===== config.mk =====
export PLATFORM = sky130hd
export DESIGN_NAME = pkh_exec
export DESIGN_NICKNAME = d
export VERILOG_FILES = /design/src/rtl/pkh_pkg.sv /design/src/rtl/pkh_decode.sv /design/src/rtl/pkh_shift.sv /design/src/rtl/pkh_exec.sv
export SDC_FILE = /design/constraint.sdc
export NUM_CORES = 1
export LEC_CHECK = 0
export BUFFER_PORTS_ARGS = -buffer_cell sky130_fd_sc_hd__buf_2
export CORE_MARGIN = 4
export CORE_UTILIZATION = 44
export DETAILED_ROUTE_END_ITERATION = 10
export PLACE_DENSITY = 0.81
export SYNTH_ARGS = -nofsm -noshare
export SYNTH_HDL_FRONTEND = slang
export SYNTH_SLANG_ARGS = --single-unit

===== constraint.sdc =====
create_clock -name clk -period 2.6 [get_ports clk]
set_input_delay 0.52 -clock clk [delete_from_list [all_inputs] [get_ports clk]]
set_output_delay 0.52 -clock clk [all_outputs]
set_load 0.02 [all_outputs]

===== src/rtl/pkh_pkg.sv =====
`timescale 1ns/1ps
package pkh_pkg;
  localparam int WORD_W  = 32;
  localparam int DATA_W  = 32;
  localparam int HALF_W  = DATA_W / 2;
  localparam int IDX_W   = 4;
  localparam int SHAMT_W = $clog2(DATA_W);
  localparam logic [IDX_W-1:0] IDX_RESERVED = '1;
  localparam logic [3:0] COND_ALWAYS = 4'b1110;

  typedef struct packed {
    logic               undef;
    logic               unpred;
    logic               dir;
    logic [SHAMT_W-1:0] shamt;
    logic [IDX_W-1:0]   dest;
    logic [3:0]         cond;
  } pkh_dec_t;
endpackage


===== src/rtl/pkh_decode.sv =====
`timescale 1ns/1ps
module pkh_decode
  import pkh_pkg::*;
(
  input  logic [WORD_W-1:0] insn,
  input  logic              compact,
  output pkh_dec_t          dec
);
  logic             rec_fix, rec_cmp;
  logic [IDX_W-1:0] src_a, src_b;

  always_comb begin
    rec_fix = (insn[31:28] != 4'b1111) && (insn[27:20] == 8'b0110_1000) &&
              (insn[5:4] == 2'b01);
    rec_cmp = (insn[31:25] == 7'b1110101) && (insn[24:21] == 4'b0110);
    src_a   = insn[19:16];
    src_b   = insn[3:0];
    dec     = '0;
    if (compact) begin
      dec.undef = !rec_cmp || insn[20] || insn[4];
      dec.dir   = insn[5];
      dec.shamt = {insn[14:12], insn[7:6]};
      dec.dest  = insn[11:8];
      dec.cond  = COND_ALWAYS;
    end else begin
      dec.undef = !rec_fix;
      dec.dir   = insn[6];
      dec.shamt = insn[11:7];
      dec.dest  = insn[15:12];
      dec.cond  = insn[31:28];
    end
    dec.unpred = (dec.dest == IDX_RESERVED) || (src_a == IDX_RESERVED) ||
                 (src_b == IDX_RESERVED);
  end
endmodule


===== src/rtl/pkh_shift.sv =====
`timescale 1ns/1ps
module pkh_shift #(
  parameter int W  = 32,
  parameter int AW = $clog2(W)
) (
  input  logic [W-1:0]  val,
  input  logic          arith,
  input  logic [AW-1:0] amt,
  output logic [W-1:0]  res
);
  logic [AW:0] eff;

  always_comb begin
    eff = (arith && (amt == '0)) ? (AW+1)'(W) : {1'b0, amt};
    if (arith) res = W'($signed(val) >>> eff);
    else       res = val << eff;
  end

  always_comb begin
    if (arith && (amt == '0))
      assert_asr_zero_is_full_R7: assert (res == {W{val[W-1]}});
    if (!arith && (amt == '0))
      assert_lsl_zero_passes_R6: assert (res == val);
  end
endmodule


===== src/rtl/pkh_exec.sv =====
`timescale 1ns/1ps
module pkh_exec
  import pkh_pkg::*;
(
  input  logic              clk,
  input  logic              rst,
  input  logic              in_valid,
  output logic              in_ready,
  input  logic [WORD_W-1:0] in_insn,
  input  logic              in_compact,
  input  logic [DATA_W-1:0] in_op_a,
  input  logic [DATA_W-1:0] in_op_b,
  output logic              out_valid,
  input  logic              out_ready,
  output logic [DATA_W-1:0] out_result,
  output logic [IDX_W-1:0]  out_dest,
  output logic [3:0]        out_cond,
  output logic              out_undef,
  output logic              out_unpred
);
  pkh_dec_t          dec;
  logic [DATA_W-1:0] shifted, packed_val;
  logic              accept;

  pkh_decode u_dec (.insn(in_insn), .compact(in_compact), .dec(dec));

  pkh_shift #(.W(DATA_W), .AW(SHAMT_W)) u_shift (
    .val(in_op_b), .arith(dec.dir), .amt(dec.shamt), .res(shifted)
  );

  always_comb begin
    if (dec.undef)    packed_val = '0;
    else if (dec.dir) packed_val = {in_op_a[DATA_W-1:HALF_W], shifted[HALF_W-1:0]};
    else              packed_val = {shifted[DATA_W-1:HALF_W], in_op_a[HALF_W-1:0]};
  end

  assign in_ready = !out_valid || out_ready;
  assign accept   = in_valid && in_ready;

  always_ff @(posedge clk) begin
    if (rst) begin
      out_valid  <= 1'b0;
      out_result <= '0;
      out_dest   <= '0;
      out_cond   <= '0;
      out_undef  <= 1'b0;
      out_unpred <= 1'b0;
    end else begin
      if (accept) begin
        out_valid  <= 1'b1;
        out_result <= packed_val;
        out_dest   <= dec.dest;
        out_cond   <= dec.cond;
        out_undef  <= dec.undef;
        out_unpred <= dec.unpred;
      end else if (out_ready) begin
        out_valid  <= 1'b0;
      end
    end
  end

  assert_beat_next_cycle_R9: assert property (@(posedge clk) disable iff (rst)
    accept |=> out_valid);
  assert_hold_on_stall_R10: assert property (@(posedge clk) disable iff (rst)
    (out_valid && !out_ready) |=> (out_valid && $stable(out_result) &&
      $stable(out_dest) && $stable(out_undef) && $stable(out_unpred)));
  assert_undef_zero_R8: assert property (@(posedge clk) disable iff (rst)
    (out_valid && out_undef) |-> (out_result == '0));
  assert_drain_clears_R9: assert property (@(posedge clk) disable iff (rst)
    (out_valid && out_ready && !in_valid) |=> !out_valid);
endmodule


==> impl_metrics.toml, run 1 <==
[clock_tree]
cts_sinks = 43
cts_root_buf = "clkbuf_16"
cts_inserted_buffers = 5
clk_pin_slew_ns = 0.06
ctsLongestPathBuffers = 2
clk-insertion-delay-late_ns = 0.29
cts_max_level = 2
cts_tree = "done"

[timing]
max_freq_ghz = 0.3854
fin_crit_sh = 0.9980
period_minus_slack_ns = 2.595
relSlewSlack = 0.5854
worst_hold_slack_ns = 0.4442
skew_ns = 0.006866
hold_viol = 0
setup_viol = 0
rsz0062_at_grt = "no"
finalMaxSlewViolations = 0
tightest_slew_ns = 0.6219

[worst_setup_path]
cp-start-kind = "primary input"
slowest_stage = "mux2i_1"
rrSetupSlack_ns = 0.80
cp_num_buf_inv = 4
r2r_cells = 6
path_cells = "buf_2 -> buf_12 -> mux2i_4 -> buf_12 -> mux4_2 -> mux2i_1 -> mux2i_1 -> a221oi_2 -> buf_4 -> o21ai_1"
crit_required_ns = 2.78
cp-startpoint = "in_compact"
worst_path_dominant_cell_family = "multiplexers"
path_class = "primary input to flip-flop"
endpoint_kind = "flip-flop"
rr_endpoint = "out_result[18]"
worst_ep_arrival_time_ns = 2.77
cp-endpoint = "out_result[15]"
path_depth = 10
crit_fanout = 14
cpPeakStageDelay_ns = 0.35
reg2reg_from = "out_valid"

[yosys]
yosys.area.top_type = "mux4_2"
synth_cell_types = 69
syn_nets = 798
syn_inst = 697
synth_seq_area_share = 0.1447
synth-edff-count = 0
yosysWarnings = 0
synthFlopType = "dfxtp_1"
netlist.area_leader.share = 0.2044
ys_ff_latch = 43
synthArstFlopShare = 0
synth_area_um2 = 5949
syn_area_per_cell_um2 = 8.536
synthTopCellsByArea = "mux4_2 (20%), mux2i_1 (15%), dfxtp_1 (14%)"

[cells_and_area]
multi_input_area_um2 = 4761
drive_gt1_frac = 0.4189
fin_util = 0.6145
diodes = 0
nets = 1031
fillers = 1172
area_growth_pct = 36.78
seq_area_um2 = 860.8

[power]
pwr-share-comb = 0.568
p_leak_uw = 0.003571
seqPwrFrac = 0.227
switching_power_uw = 1155
p_int_uw = 1822
swShare = 0.3880
clkPwrFrac = 0.205
p_per_area_nw_per_um2 = 365.8
max-vdd-ir-drop_uv = 211.4

[hold_path]
hp-class = "flip-flop to flip-flop"

[die]
rows = 42
die_area_um2 = 15450
coreArea_um2 = 13240
initial_core_util = 0.4493
die_height_um = 124.3
ios = 145
die_x_um = 124.3

[global_routing]
overflow = 0
grt_max_degree = 36
grt.total_usage = 0.3106
antenna_found_initial = 0
grt_pass1_vias = 6876
grt_pass1_wl_mm = 39.01

[route]
drcViolationCount = 0
avgRoutedWirePerCell_um = 22.54
routed_wl_mm = 24.95
drt-pass1-iter-count = 5
detail_route.vias_per_cell = 6.636
drt.antenna.violating_nets = 0
vias = 7346
detail_route.iter0.violations = 1026

[place]
dp_hpwl_mm = 19.90
gp_congestion = 1.030
io_buffers = 144

[run]
maxCapViolations = 0

[outcome]
status = "completed"
metal layers:
metal / track usage / up-vias / share of wire
met5: 0 / - / 0
met4: 0.1135 / 0 / 0.039
met3: 0.07204 / 74 / 0.12
met2: 0.4784 / 553 / 0.44
met1: 0.4260 / 3468 / 0.40
li1: - / 3251 / -
tightest hold or removal path, delay by kind of cell (launching register included):
kind,cells,cell delay (ns)
DFF,1,0.31
and+or+nand+nor,1,0.05
AOI/OAI and AO/OA,1,0.05
cell usage after synthesis, drive strengths merged (4+ instances only):
library cell   n
nor3          26
a2bb2oi        4
a22oi          7
o211ai        12
nand3         18
clkbuf        45
a221oi         9
o21ai         40
inv            7
a2111oi        4
a32o           6
a211oi        14
o2111ai        4
a311oi         8
o221ai         5
and2           7
mux2i         89
a31oi          4
o22ai         13
o211a          4
a22o           5
a21oi         29
o311ai         4
a32oi          9
mux2           8
nand2b         5
dfxtp         43
nor2          44
mux4          54
buf           36
nand2         83
power by group through the flow:
stage	Sequential, uW	Combinational (uW)	Clock, uW
after floorplan	707	876	0
after global placement	691	1610	0
after detailed placement	692	1630	0
after CTS	677	1640	612
after global routing	679	1780	641
final	677	1690	610
layout make-up:
cell class,instances,area share
repair buffers,307,0.2620
multi-input cells,566,0.5850
flip-flops and latches,43,0.1058
clock inverters,1,0.0006150
inverters,7,0.003229
clock buffers,7,0.01630
well taps,176,0.02706
state kept, by name, indices dropped and copies added (netlist names):
signal and cells:
out_result 32, out_cond 4, out_dest 4, out_undef 1, out_unpred 1, out_valid 1
worst min path at each step:
stage	to	from	slack, ns	cells past startpoint
after detailed placement	out_result[15]	out_result[15]	0.44	2
after global routing	out_result[15]	out_result[15]	0.48	2
after global placement	out_result[15]	out_result[15]	0.43	2
after CTS	out_result[15]	out_result[15]	0.45	2
after floorplan	out_result[3]	out_result[3]	0.52	2
final	out_result[15]	out_result[15]	0.44	2
layout by cell type, fill, tap and decap left out, types with 15 or more instances in the layout:
cell     count
dfxtp_1     43
nand2_1     83
o21ai_0     35
mux2i_1     78
a21oi_1     29
mux4_2      54
nand3_1     18
buf_12      15
nor3_1      26
nor2_1      43
buf_4      148
buf_2      144
through the flow:
step / setup slack (ns) / power [uW] / setup TNS [ns] / cells / area (um^2)
after floorplan: 0.1252 / 1583 / 0 / 697 / 5949
after global placement: -0.2256 / 2299 / -2.268 / 1099 / 7976
after detailed placement: -0.3292 / 2318 / -3.387 / 1099 / 7976
after CTS: 0.06935 / 2924 / 0 / 1107 / 8120
after global routing: 0.001087 / 3098 / 0 / 1107 / 8138
final: 0.005209 / 2977 / 0 / 1107 / 8138
kinds of logic (layout without fill, tap and decap cells):
family	after synthesis	after routing	share of synthesized area
AO/OA/AOI/OAI	209	209	0.2551
buffers and inverters	88	322	0.07024
flip-flops	43	43	0.1447
multiplexers	151	151	0.3720
AND/OR/NAND/NOR	206	206	0.1579
timing repair:
action,4_1_cts,5_1_grt
gates resized for setup,1,6
setup buffers,0,0
hold buffers,0,0
pin swaps,0,2
endpoints found under the setup margin,1,4
(Power assumes the default switching activity.)
==> inputs of run 2 (changes only) <==
SETUP_SLACK_MARGIN = 0.2   (was unset)
==> impl_metrics.toml, run 2 (synthesis results as in run 1) <==
[global_routing]
grt_pass1_wl_mm = 38.74
antenna_found_initial = 0
grt.total_usage = 0.3073
grt_max_degree = 34
overflow = 0
grt_pass1_vias = 6823

[cells_and_area]
fillers = 1189
nets = 1037
diodes = 0
drive_gt1_frac = 0.4344
reg.largest.list = "out_result: 32 flops, out_cond: 4 flops, out_dest: 4 flops"
mostFrequentLayoutCells = "buf_4 (149), buf_2 (142), nand2_1 (83), mux2i_1 (75), mux4_2 (54)"
seq_area_um2 = 860.8
multi_input_area_um2 = 4828
largest_reg_flops = 32
area_growth_pct = 38.72
top_register = "out_result"
final_common_cell = "buf_4"

[die]
initial_core_util = 0.4493
ios = 145
coreArea_um2 = 13240
rows = 42
die_area_um2 = 15450
die_height_um = 124.3
die_x_um = 124.3

[worst_setup_path]
cpMostUsedCell = "buf_4"
cp-start-kind = "primary input"
worst_ep_arrival_time_ns = 2.55
path_class = "primary input to flip-flop"
crit_fanout = 8
slowest_stage = "nor4_1"
endpoint_kind = "flip-flop"
rrSetupSlack_ns = 0.80
path_cells = "buf_8 -> buf_4 -> nor4_1 -> buf_4 -> buf_4 -> o2111ai_1 -> or2_1 -> and3_1 -> and3_1 -> a211o_1"
r2r_cells = 6
rr_endpoint = "out_result[14]"
worst_path_dominant_cell_family = "simple AND/OR/NAND/NOR gates"
cp_num_buf_inv = 4
cpPeakStageDelay_ns = 0.36
crit_required_ns = 2.78
reg2reg_from = "out_valid"

[timing]
setup_viol = 0
worst_hold_slack_ns = 0.4462
rsz0062_at_grt = "yes"
hold_viol = 0
tightest_slew_ns = 0.5058
finalMaxSlewViolations = 0
fin_crit_sh = 0.9083
period_minus_slack_ns = 2.362
relSlewSlack = 0.6593
max_freq_ghz = 0.4234
skew_ns = 0.009191

[route]
drt.antenna.violating_nets = 0
routed_wl_mm = 25.11
drt-pass1-iter-count = 6
detail_route.iter0.violations = 934
drcViolationCount = 0
avgRoutedWirePerCell_um = 22.56
vias = 7218
detail_route.vias_per_cell = 6.485

[clock_tree]
ctsLongestPathBuffers = 2
cts_tree = "done"
cts_inserted_buffers = 5
cts_sinks = 43
cts_max_level = 2
clk-insertion-delay-late_ns = 0.29
clk_pin_slew_ns = 0.07
ctsHoldBuffers = 0
cts_root_buf = "clkbuf_16"

[power]
power_uw = 3061
p_per_area_nw_per_um2 = 370.9
p_leak_uw = 0.003595
max-vdd-ir-drop_uv = 265.9

[hold_path]
hp-class = "flip-flop to flip-flop"
holdPathStages = 2
hold_start = "out_result[15]"
hold_path_end = "out_result[15]"

[outcome]
status = "completed"

[run]
maxCapViolations = 0

[place]
io_buffers = 144
dp_hpwl_mm = 19.35
gp_congestion = 1.018
run 2: how the worst max path moves through the flow:
stage	from	to	slack, ns	cells after the start
final	in_compact	out_result[8]	0.24	10
after floorplan	in_compact	out_result[15]	0.18	9
after detailed placement	in_compact	out_result[13]	-0.25	10
after global routing	in_compact	out_result[8]	0.16	10
after CTS	in_compact	out_result[0]	0.18	10
after global placement	in_compact	out_result[13]	-0.20	10
run 2: per-layer routing:
| layer | track usage | vias up | wire length, um |
|---|---|---|---|
| met4 | 0.09220 | 0 | 666 |
| met5 | 0 | - | 0 |
| li1 | - | 3257 | - |
| met3 | 0.06003 | 50 | 2708 |
| met1 | 0.4383 | 3400 | 10370 |
| met2 | 0.4730 | 511 | 11370 |
run 2: what timing repair did:
action                                  4_1_cts  5_1_grt
endpoints found under the setup margin        8       27
buffers inserted                              1        7
cloned                                        1        2
pin swaps                                     0        2
gates resized for setup                       9       19
run 2: metrics by stage:
step	setup TNS (ns)	cells	utilization	instance area [um^2]	worst slack (ns)
2_1_floorplan	0	697	-	5978	0.1776
3_3_place_gp	-1.436	1094	0.5955	7886	-0.1976
3_5_place_dp	-2.346	1094	0.5955	7886	-0.2501
4_1_cts	0	1104	0.6104	8083	0.1794
5_1_grt	0	1113	0.6232	8253	0.1584
6_report	0	1113	0.6232	8253	0.2384
run 2: worst register-to-register path, cell delays in order, from the launching register on:
cell and delay (ns):
dfxtp_1 0.31, nand2b_1 0.14, and4_1 0.26, o211a_2 0.30
nand2_1 0.14, a311o_1 0.30, a211oi_1 0.26
run 2: area by class of cell:
class / instances / area share
repair buffers: 311 / 0.2627
multi-input cells: 568 / 0.5851
clock buffers: 5 / 0.01516
inverters: 7 / 0.003184
well taps: 176 / 0.02668
clock inverters: 3 / 0.002881
flip-flops and latches: 43 / 0.1043
run 2: report_power, final:
group	internal [uW]	total, uW	switching (uW)	leakage, uW
sequential	671	677	5.72	0.000349
combinational	828	1740	915	0.00318
clock	359	641	282	0.0000664
total	1860	3060	1200	0.00359
